### config.mk
export PLATFORM = sky130hd
export DESIGN_NAME = ring_port_ctrl
export DESIGN_NICKNAME = d
export VERILOG_FILES = /design/src/rtl/ring_port_pkg.sv /design/src/rtl/tick_timer.sv /design/src/rtl/port_fsm.sv /design/src/rtl/port_outputs.sv /design/src/rtl/ring_port_ctrl.sv
export SDC_FILE = /design/constraint.sdc
export NUM_CORES = 1
export LEC_CHECK = 0
export BUFFER_PORTS_ARGS = -buffer_cell sky130_fd_sc_hd__buf_2
export CAP_MARGIN = 20
export CELL_PAD_IN_SITES_DETAIL_PLACEMENT = 1
export CELL_PAD_IN_SITES_GLOBAL_PLACEMENT = 1
export CORE_UTILIZATION = 30
export CTS_BUF_LIST = sky130_fd_sc_hd__clkbuf_16
export DETAILED_ROUTE_END_ITERATION = 10
export GPL_TIMING_DRIVEN = 0
export HOLD_SLACK_MARGIN = 0.02
export PLACE_DENSITY_LB_ADDON = 0.2
export SYNTH_ARGS = -nofsm -noshare
export SYNTH_HDL_FRONTEND = slang
export SYNTH_SLANG_ARGS = --single-unit
### constraint.sdc
create_clock -name clk -period 3.2 [get_ports clk]
set_input_delay 0.64 -clock clk [delete_from_list [all_inputs] [get_ports clk]]
set_output_delay 0.64 -clock clk [all_outputs]
set_load 0.005 [all_outputs]
### src/rtl/ring_port_pkg.sv
package ring_port_pkg;

  typedef enum logic [1:0] {
    CFG_STD  = 2'd0,
    CFG_CONC = 2'd1,
    CFG_LOBE = 2'd2,
    CFG_RING = 2'd3
  } port_cfg_e;

  typedef enum logic [1:0] {
    ST_BYPASS    = 2'd0,
    ST_ECHO_WAIT = 2'd1,
    ST_INSERT    = 2'd2
  } port_state_e;

  function automatic logic cfg_makes_keys(input port_cfg_e c);
    return (c == CFG_LOBE) || (c == CFG_RING);
  endfunction

  function automatic logic cfg_fixed_cross(input port_cfg_e c);
    return (c == CFG_CONC) || (c == CFG_RING);
  endfunction

endpackage

### src/rtl/tick_timer.sv
module tick_timer #(
  parameter int LIMIT = 869,
  parameter int W     = $clog2(LIMIT + 1)
) (
  input  logic clk,
  input  logic rst,
  input  logic tick,
  input  logic run,
  input  logic clr,
  output logic done
);
  localparam logic [W-1:0] LIM = W'(LIMIT);

  logic [W-1:0] cnt;

  always_ff @(posedge clk) begin
    if (rst || clr || !run) begin
      cnt <= '0;
    end else if (tick && cnt != LIM) begin
      cnt <= cnt + 1'b1;
    end
  end

  assign done = (cnt == LIM);
endmodule

### src/rtl/port_fsm.sv
module port_fsm
  import ring_port_pkg::*;
(
  input  logic        clk,
  input  logic        rst,
  input  port_cfg_e   cfg,
  input  logic        phantom_hi,
  input  logic        optical_active,
  input  logic        ins_key_seen,
  input  logic        byp_key_seen,
  input  logic        echo_seen,
  input  logic        qual_done,
  input  logic        echo_done,
  output port_state_e state_d,
  output logic        qual_run,
  output logic        echo_run,
  output logic        timers_clr,
  output logic        start_ins,
  output logic        start_byp
);
  port_state_e state_q;
  logic        keygen;
  logic        qual_cond;
  logic        dropout_cond;

  assign keygen       = cfg_makes_keys(cfg);
  assign qual_cond    = !phantom_hi && ((cfg != CFG_LOBE) || optical_active);
  assign dropout_cond = (cfg == CFG_LOBE) && !optical_active;

  always_comb begin
    state_d   = state_q;
    start_ins = 1'b0;
    start_byp = 1'b0;
    unique case (state_q)
      ST_BYPASS: begin
        if (keygen) begin
          if (qual_done) begin
            state_d   = ST_ECHO_WAIT;
            start_ins = 1'b1;
          end
        end else if (ins_key_seen) begin
          state_d = ST_INSERT;
        end
      end
      ST_ECHO_WAIT: begin
        if (!keygen) begin
          state_d = ST_BYPASS;
        end else if (echo_seen && !echo_done) begin
          state_d = ST_INSERT;
        end else if (echo_done) begin
          state_d = ST_BYPASS;
        end
      end
      ST_INSERT: begin
        if (keygen) begin
          if (phantom_hi || ((cfg == CFG_LOBE) && qual_done)) begin
            state_d   = ST_BYPASS;
            start_byp = 1'b1;
          end
        end else if (byp_key_seen) begin
          state_d = ST_BYPASS;
        end
      end
      default: state_d = ST_BYPASS;
    endcase
  end

  always_ff @(posedge clk) begin
    if (rst) begin
      state_q <= ST_BYPASS;
    end else begin
      state_q <= state_d;
    end
  end

  assign qual_run   = ((state_q == ST_BYPASS) && keygen && qual_cond) ||
                      ((state_q == ST_INSERT) && dropout_cond);
  assign echo_run   = (state_q == ST_ECHO_WAIT);
  assign timers_clr = (state_d != state_q);
endmodule

### src/rtl/port_outputs.sv
module port_outputs
  import ring_port_pkg::*;
(
  input  logic        clk,
  input  logic        rst,
  input  port_cfg_e   cfg,
  input  port_state_e state_d,
  input  logic        wire_fault,
  input  logic        start_ins,
  input  logic        start_byp,
  output logic        ins_key_req,
  output logic        byp_key_req,
  output logic        inserted_n,
  output logic        phantom_en,
  output logic        path_cross
);
  logic in_ins;
  logic fault_hides;

  assign in_ins      = (state_d == ST_INSERT);
  assign fault_hides = (cfg == CFG_CONC) && wire_fault;

  always_ff @(posedge clk) begin
    if (rst) begin
      ins_key_req <= 1'b0;
      byp_key_req <= 1'b0;
      inserted_n  <= 1'b1;
      phantom_en  <= 1'b0;
      path_cross  <= cfg_fixed_cross(cfg);
    end else begin
      ins_key_req <= start_ins;
      byp_key_req <= start_byp;
      inserted_n  <= !(in_ins && !fault_hides);
      phantom_en  <= in_ins && (cfg == CFG_CONC);
      path_cross  <= cfg_fixed_cross(cfg) || in_ins;
    end
  end
endmodule

### src/rtl/ring_port_ctrl.sv
module ring_port_ctrl
  import ring_port_pkg::*;
#(
  parameter int QUAL_TICKS = 869,
  parameter int ECHO_TICKS = 3277
) (
  input  logic       clk,
  input  logic       rst,
  input  logic       tick,
  input  logic [1:0] cfg,
  input  logic       phantom_a,
  input  logic       phantom_b,
  input  logic       optical_active,
  input  logic       wire_fault,
  input  logic       ins_key_seen,
  input  logic       byp_key_seen,
  input  logic       echo_seen,
  output logic       ins_key_req,
  output logic       byp_key_req,
  output logic       inserted_n,
  output logic       phantom_en,
  output logic       path_cross
);
  port_cfg_e   cfg_e;
  port_state_e state_d;
  logic qual_run, echo_run, timers_clr;
  logic qual_done, echo_done;
  logic start_ins, start_byp;

  assign cfg_e = port_cfg_e'(cfg);

  port_fsm u_fsm (
    .clk            (clk),
    .rst            (rst),
    .cfg            (cfg_e),
    .phantom_hi     (phantom_a | phantom_b),
    .optical_active (optical_active),
    .ins_key_seen   (ins_key_seen),
    .byp_key_seen   (byp_key_seen),
    .echo_seen      (echo_seen),
    .qual_done      (qual_done),
    .echo_done      (echo_done),
    .state_d        (state_d),
    .qual_run       (qual_run),
    .echo_run       (echo_run),
    .timers_clr     (timers_clr),
    .start_ins      (start_ins),
    .start_byp      (start_byp)
  );

  tick_timer #(.LIMIT(QUAL_TICKS)) u_qual_tmr (
    .clk  (clk),
    .rst  (rst),
    .tick (tick),
    .run  (qual_run),
    .clr  (timers_clr),
    .done (qual_done)
  );

  tick_timer #(.LIMIT(ECHO_TICKS)) u_echo_tmr (
    .clk  (clk),
    .rst  (rst),
    .tick (tick),
    .run  (echo_run),
    .clr  (timers_clr),
    .done (echo_done)
  );

  port_outputs u_out (
    .clk         (clk),
    .rst         (rst),
    .cfg         (cfg_e),
    .state_d     (state_d),
    .wire_fault  (wire_fault),
    .start_ins   (start_ins),
    .start_byp   (start_byp),
    .ins_key_req (ins_key_req),
    .byp_key_req (byp_key_req),
    .inserted_n  (inserted_n),
    .phantom_en  (phantom_en),
    .path_cross  (path_cross)
  );
endmodule

# Word-level counts from Yosys, hierarchy flattened
# Index checks and enable logic that the tools add are counted.
# classes
addsub	2
eq_ne	12
mux	13
bitwise_logic	4
n_reduce_logical	31
# ops
op	count
$mux 2	9
$add 12x1->12 const B	1
$eq 12x12->1 const B	1
$logic_and 1x1->1	12
$ne 12x12->1 const B	1
$add 10x1->10 const B	1
$eq 10x10->1 const B	1
$ne 10x10->1 const B	1
$logic_or 1x1->1	9
$eq 2x2->1 const B	4
$logic_not 1->1	7
$pmux 2 s3	1
$reduce_or 3->1	2
$eq 2x1->1 const B	2
$mux 1	3
$not 1->1	3
$logic_not 2->1	1
$ne 2x2->1	1
$ne 2x2->1 const B	1
$or 1x1->1	1
# totals
ff_bits	29
in_bits	12
out_inout_bits	5
wordCells	70

# Depth between registers and ports, before layout
# Gate-level depths: netlist of the first run.
# logic_depth
depth_word	9
depth_mapped	6
ltp_nobuf	6

# Modules after synthesis
# Synthesis of the first run repeated with hierarchy kept, for this count alone.
# unflattened
cells_unflattened	176
hier_area_um2	1581.5
# by_module_without_submodules
mod	n_inst	cells_per_inst	area_each_um2	seq_area_each_um2
tick_timer (u_echo_tmr)	1	70	621.8	240.2
tick_timer (u_qual_tmr)	1	61	536.8	200.2
port_fsm	1	32	259.0	40.0
port_outputs	1	12	157.7	100.1
ring_port_ctrl	1	1	6.3	0.0

# Worst setup path after synthesis of the first run
# OpenSTA, ideal clock, no wires.
# synth_path
kind	input-to-reg
from	input tick
to	register u_qual_tmr.cnt[1]
setup_ns	0.104
arrival_time_ns	1.530
t_required_ns	3.096
slack_ns	1.566
path_stages	5
path_buffers	1
cell_sequence	buf_2 -> inv_1 -> a31oi_1 -> nor2_1 -> a2111oi_2
# synth_via
elab_chain_cells	1
# synth_lines
item	line_no	text
from (decl)	ring_port_ctrl.sv:9	input logic tick,
$logic_and 1x1->1	tick_timer.sv:19	end else if (tick && cnt != LIM) begin
to (signal assigned)	tick_timer.sv:20	cnt <= cnt + 1'b1;
to (decl)	tick_timer.sv:14	logic [W-1:0] cnt;
# Every way passes these cells.
# A chain may end at the register's enable or synchronous reset.

# Worst setup path in the final report of the first run
# layout_path
from	register u_qual_tmr.cnt[0]
to	register u_qual_tmr.cnt[5]
# layout_via
elab_chain_cells	9
word_cells_on_any_way	14
classes_between	add/sub (1); eq/ne (3); mux (5); reduce/logical (5)
# layout_lines
item	line_no	text
$eq 10x10->1	tick_timer.sv:24	assign done = (cnt == LIM);
$logic_and 1x1->1	port_fsm.sv:56	if (phantom_hi || ((cfg == CFG_LOBE) && qual_done)) begin
$logic_or 1x1->1	port_fsm.sv:56	
$mux 2	port_fsm.sv:56	
$mux 2	port_fsm.sv:55	if (keygen) begin
$pmux 2 s3	port_fsm.sv:34	unique case (state_q)
$ne 2x2->1	port_fsm.sv:79	assign timers_clr = (state_d != state_q);
$logic_or 1x1->1 (2 in a row)	tick_timer.sv:17	if (rst || clr || !run) begin
# Parallel ways exist; a longest one is shown, timed or not.

==> qor.csv, run 1 <==
metric;value;unit
status;complete, no violations;
p_per_area;477;nW/um^2
post_dp_cell_area;1610;sq um
drive_gt1_frac;0.192;
tns;0;ps
grt_pass1_vias;1322;
hp-class;reg2reg;
dp_slack;1210;ps
dp_hpwl;2670;um
clk_pin_slew_worst_paths;50;ps
vias_per_cell;5.36;
clock_skew;2.64;ps
slew-limit-headroom;0.611;
pin_count;17;
stdcell_count;236;
yosysUniqueCellTypes;45;
fp.dieH;71.8;um
min_period;1990;ps
coreArea;4690;sq um
slowest_delay;530;ps
required;3330;ps
antenna_cells;0;
grt_max_degree;11;
final_common_cell;dfxtp_1;
grt-ovfl-total;0;
io_buffers;16;
cap_violations;0;
drv_slew;0;
layout_common_cells;dfxtp_1, buf_2, nor2_1;
grt_use_total;0.155;
wirelength;3580;um
grt_pass1_wl;6240;um
crit_fanout;10;
drtAntennaViolNets;0;
place_congestion;0.774;
wl_met2;1890;um
num_vias;1265;
nNetsFinal;198;
dominantRegCellSynth;dfxtp_1;
cts_root_buffer;clkbuf_16;
drtIter0Drc;34;
multi_input_area;837;sq um
ctsHtreeMaxLevel;2;
drc;0;
cp_cell_sequence;ha_1 -> nor4b_4 -> nand3_1 -> o211ai_2 -> nor3_1;
crit_buf_inv;0;
r2r_slack;1210;ps
die_w;71.8;um
min_period_over_period;0.620;
worst_slack;1210;ps
cts_resized;0;
synth_area_per_cell;9.18;sq um
synth_edf_count;0;
cts_buffers;5;
crit_arrival;2110;ps
finalHoldViolations;0;
async_flop_share;0;
endpoint_kind;flip-flop;
criticalPathCategory;reg2reg;
cts_setup_buffers;0;
syn2layout_area_growth;19.2;%
synth_area;1460;sq um
row_count;25;
startpoint_type;flip-flop;
ys_seq_area_frac;0.398;
peakVddDrop;0.192;mV
clk_latency;270;ps
placedCellCount;229;
max_freq;504;MHz
synthCells;159;
design_area;1740;sq um
dieArea;5150;sq um
cts_tree;done;
met1Wirelength;1580;um
crit_path_top_delay_cell;o211ai_2;
start_util;0.311;
ys_ff_latch;29;
firstDrtPassIters;6;
highest_layer;met4;
synth_fp_nets;175;
ys_warn_count;0;
regArea;581;sq um
cts_sinks;29;
p_leak;0.587;nW
antenna_found_initial;0;
rsz0062_at_grt;no;
final.fill_count;559;
worst_slew_pin_slew;583;ps
route.detailed.wl_per_inst;15.2;um
crit_family;simple AND/OR/NAND/NOR gates;
wl_met3;96;um
holdBufCountCts;0;
setup_viol;0;
cts_buffer_depth;2;
tightest hold or removal path, stage by stage, from the launching register on:
cell     delay, ps
dfxtp_1        310
o21ai_0         70
a21oi_1         60
stage by stage:
step	util	power [mW]	hold WS, ps
6_report	0.371	0.830	490
5_1_grt	0.371	0.869	526
4_1_cts	0.371	0.845	490
3_5_place_dp	0.343	0.416	480
3_3_place_gp	0.343	0.414	477
2_1_floorplan	-	0.396	450
synthesized netlist by cell type, types with 2 or more instances:
| cell | count | area, sq um |
|---|---|---|
| xor2_1 | 4 | 35.0 |
| xnor2_1 | 9 | 78.8 |
| dfxtp_1 | 29 | 581 |
| nand3_1 | 7 | 35.0 |
| a21oi_2 | 4 | 35.0 |
| nor3b_1 | 2 | 15.0 |
| and3_1 | 3 | 18.8 |
| or3_1 | 6 | 37.5 |
| inv_1 | 4 | 15.0 |
| a21oi_1 | 4 | 20.0 |
| nand4_1 | 9 | 56.3 |
| nand2_1 | 10 | 37.5 |
| and2_1 | 4 | 25.0 |
| nor3_1 | 12 | 60.1 |
| nand2b_1 | 3 | 18.8 |
| o21ai_0 | 5 | 25.0 |
| nor2_1 | 13 | 48.8 |
| ha_1 | 4 | 50.1 |
sequential cells by signal, summed over array words and instances, names as in the netlist:
name,count
u_echo_tmr.cnt,12
u_fsm.state_q,2
u_out.byp_key_req,1
u_out.ins_key_req,1
u_out.inserted_n,1
u_out.path_cross,1
u_out.phantom_en,1
u_qual_tmr.cnt,10
worst paths after layout:
kind,from,end,depth (start not counted)
max reg2reg,u_qual_tmr.cnt[0]$_SDFFE_PP0P_,u_qual_tmr.cnt[5]$_SDFFE_PP0P_,5
min reg2reg,u_echo_tmr.cnt[11]$_SDFFE_PP0P_,u_echo_tmr.cnt[11]$_SDFFE_PP0P_,2
max,u_qual_tmr.cnt[0]$_SDFFE_PP0P_,u_qual_tmr.cnt[5]$_SDFFE_PP0P_,5
min,u_echo_tmr.cnt[11]$_SDFFE_PP0P_,u_echo_tmr.cnt[11]$_SDFFE_PP0P_,2
per-layer routing:
| layer | track usage | up-vias |
|---|---|---|
| met4 | 0.0392 | 0 |
| met3 | 0.0506 | 3 |
| met1 | 0.177 | 622 |
| met2 | 0.280 | 11 |
| met5 | 0 | - |
| li1 | - | 629 |
final cells by class:
class / instances / share of cell area
well taps: 54 / 0.0388
flip-flops and latches: 29 / 0.334
clock buffers: 5 / 0.0719
clock inverters: 2 / 0.00431
multi-input cells: 122 / 0.481
plain buffers: 4 / 0.0158
inverters: 4 / 0.00863
repair buffers: 16 / 0.0460
kinds of logic (layout without fill, tap and decap cells):
logic type | count (synthesis) | after routing | synth area share
simple gates | 79 | 79 | 0.312
flops | 29 | 29 | 0.398
compound gates | 26 | 26 | 0.149
xor+xnor | 13 | 13 | 0.0780
buf+inv | 8 | 31 | 0.0291
fa+ha+maj | 4 | 4 | 0.0343
where the power goes:
group | internal (mW) | switching (mW)
logic | 0.0169 | 0.0253
registers | 0.365 | 0.00155
clock network | 0.276 | 0.144
Power figures use the tool's default switching activity.
==> inputs of run 2 (changes only) <==
--- a/config.mk
+++ b/config.mk
@@ -5,6 +5,7 @@
 export SDC_FILE = /design/constraint.sdc
 export NUM_CORES = 1
 export LEC_CHECK = 0
+export ABC_AREA = 1
 export BUFFER_PORTS_ARGS = -buffer_cell sky130_fd_sc_hd__buf_2
 export CAP_MARGIN = 20
 export CELL_PAD_IN_SITES_DETAIL_PLACEMENT = 1
==> constraint.sdc (replaced) <==
create_clock -name clk -period 1.9 [get_ports clk]
set_input_delay 0.38 -clock clk [delete_from_list [all_inputs] [get_ports clk]]
set_output_delay 0.38 -clock clk [all_outputs]
set_load 0.005 [all_outputs]
==> qor.csv, run 2 <==
metric;value;unit
status;complete, no violations;
ys_warn_count;0;
row_count;26;
worst-r2r-cell-count;10;
nNetsFinal;273;
criticalPathCategory;reg2reg;
design_area;1930;sq um
min_period_over_period;0.905;
cts_sinks;29;
post_dp_cell_area;1790;sq um
yosysUniqueCellTypes;27;
ctsHtreeMaxLevel;2;
postLayoutCoreUtil;0.373;
worst_slack;180;ps
p_leak;0.782;nW
place_congestion;0.760;
die_w;75.6;um
cts_buffers;5;
drive_gt1_frac;0.178;
syn2layout_area_growth;19.0;%
cts_buffer_depth;2;
p_per_area;735;nW/um^2
endpoint_kind;flip-flop;
stdcell_count;328;
coreArea;5170;sq um
synth_common_cells;nand2_1, inv_1, nor2_1;
num_vias;1476;
clk_pin_slew_worst_paths;50;ps
route.detailed.wl_per_inst;11.4;um
synthCells;234;
total_power;1.42;mW
hp-class;in2reg;
tns;0;ps
cp_cell_sequence;inv_1 -> ha_1 -> nand2_1 -> nor2_1 -> nand3_1 -> nand2_2 -> nor2_1 -> nand2_1 -> xor2_1 -> nor2_1;
crit_path_top_delay_cell;dfxtp_1;
crit_arrival;1880;ps
pin_count;17;
peakVddDrop;0.408;mV
dp_slack;74.8;ps
drv_slew;0;
cts_root_buffer;clkbuf_16;
dp_hpwl;2840;um
grt_max_degree;11;
firstDrtPassIters;4;
antenna_found_initial;0;
start_util;0.314;
hold_depth;2;
regArea;581;sq um
slew-limit-headroom;0.743;
antenna_cells;0;
max_freq;582;MHz
startpoint_type;flip-flop;
dieArea;5710;sq um
multi_input_area;875;sq um
regMostFlops;u_echo_tmr.cnt;
synth_area;1620;sq um
grt_use_total;0.153;
synthTopCellsByArea;dfxtp_1, nand2_1, inv_1, xor2_1, nor2_1;
synth_edf_count;0;
slowest_delay;340;ps
drc;0;
required;2060;ps
holdWs;328;ps
final.fill_count;678;
yosysMostFrequentCell;nand2_1;
io_buffers;16;
layout_common_cells;nand2_1, inv_1, nor2_1;
drtAntennaViolNets;0;
grt-ovfl-total;0;
setup_viol;0;
final_common_cell;nand2_1;
cts_tree;done;
largest_reg_flops;12;
dominantRegCellSynth;dfxtp_1;
clock_skew;4.85;ps
vias_per_cell;4.50;
placedCellCount;320;
worst_slew_pin_slew;382;ps
crit_top_cell;nor2_1;
grt_pass1_vias;1417;
grt_pass1_wl;6350;um
rsz0062_at_grt;no;
fp.dieH;75.6;um
cap_violations;0;
synth_area_per_cell;6.94;sq um
min_period;1720;ps
top_regs;u_echo_tmr.cnt x12, u_qual_tmr.cnt x10, u_fsm.state_q x2;
async_flop_share;0;
ys_ff_latch;29;
finalHoldViolations;0;
wirelength;3720;um
crit_fanout;7;
synth_top_cell_by_area;dfxtp_1;
drtIter0Drc;49;
synth_top_area_share;0.358;
ys_seq_area_frac;0.358;
synth_fp_nets;250;
clk_latency;270;ps
## run 2: cell count changes after synthesis, sizes merged, moves of 4 or more
cell | before | now
xor2 | 4 | 14
xnor2 | 9 | 1
nand2 | 10 | 47
nor2 | 13 | 43
nand3 | 7 | 16
or3 | 6 | 0
inv | 4 | 42
and2 | 4 | 0
## run 2: cells by family (layout without fill, tap and decap cells)
family / Yosys count / count (layout) / synth area share
simple gates: 126 / 126 / 0.367
xor+xnor: 15 / 15 / 0.0810
fa+ha+maj: 4 / 4 / 0.0308
buf+inv: 44 / 68 / 0.106
compound gates: 16 / 16 / 0.0571
flops: 29 / 29 / 0.358
## run 2: worst paths after layout
check	from	end	slack, ps
hold / removal	cfg[1]	u_out.phantom_en$_SDFF_PP0_	330
setup / recovery	u_echo_tmr.cnt[1]$_SDFFE_PP0P_	u_echo_tmr.cnt[6]$_SDFFE_PP0P_	180
setup reg to reg	u_echo_tmr.cnt[1]$_SDFFE_PP0P_	u_echo_tmr.cnt[6]$_SDFFE_PP0P_	180
hold reg to reg	u_qual_tmr.cnt[8]$_SDFFE_PP0P_	u_qual_tmr.cnt[8]$_SDFFE_PP0P_	560
## run 2: layout make-up
class                   count  share of cell area
multi-input cells         161               0.453
flip-flops and latches     29               0.301
inverters                  43              0.0835
clock buffers               5              0.0648
well taps                  70              0.0453
repair buffers             16              0.0415
clock inverters             3             0.00583
plain buffers               1             0.00583
## run 2: layer usage
metal,vias up,global-route usage,share of wire
li1,773,-,-
met1,682,0.181,0.48
met2,15,0.262,0.48
met3,6,0.0410,0.027
met5,-,0,0
met4,0,0.0617,0.016
## run 2: timing repair
item / CTS / global route
hold buffers: 0 / 0
setup endpoints to repair: 0 / 20
gates resized for setup: 0 / 2
setup buffers: 0 / 0
## run 2: where the power goes
| part | switching, mW | total [mW] | internal [mW] |
|---|---|---|---|
| Clock | 0.267 | 0.736 | 0.469 |
| Combinational | 0.0419 | 0.0667 | 0.0248 |
| Sequential | 0.00242 | 0.617 | 0.614 |
## run 2: worst max-delay path, delay by kind of cell, from the launching register on
| family | cells | cell delay, ps |
|---|---|---|
| xor+xnor | 1 | 190 |
| fa+ha+maj | 1 | 180 |
| buf+inv | 1 | 70 |
| flops | 1 | 340 |
| simple gates | 7 | 800 |
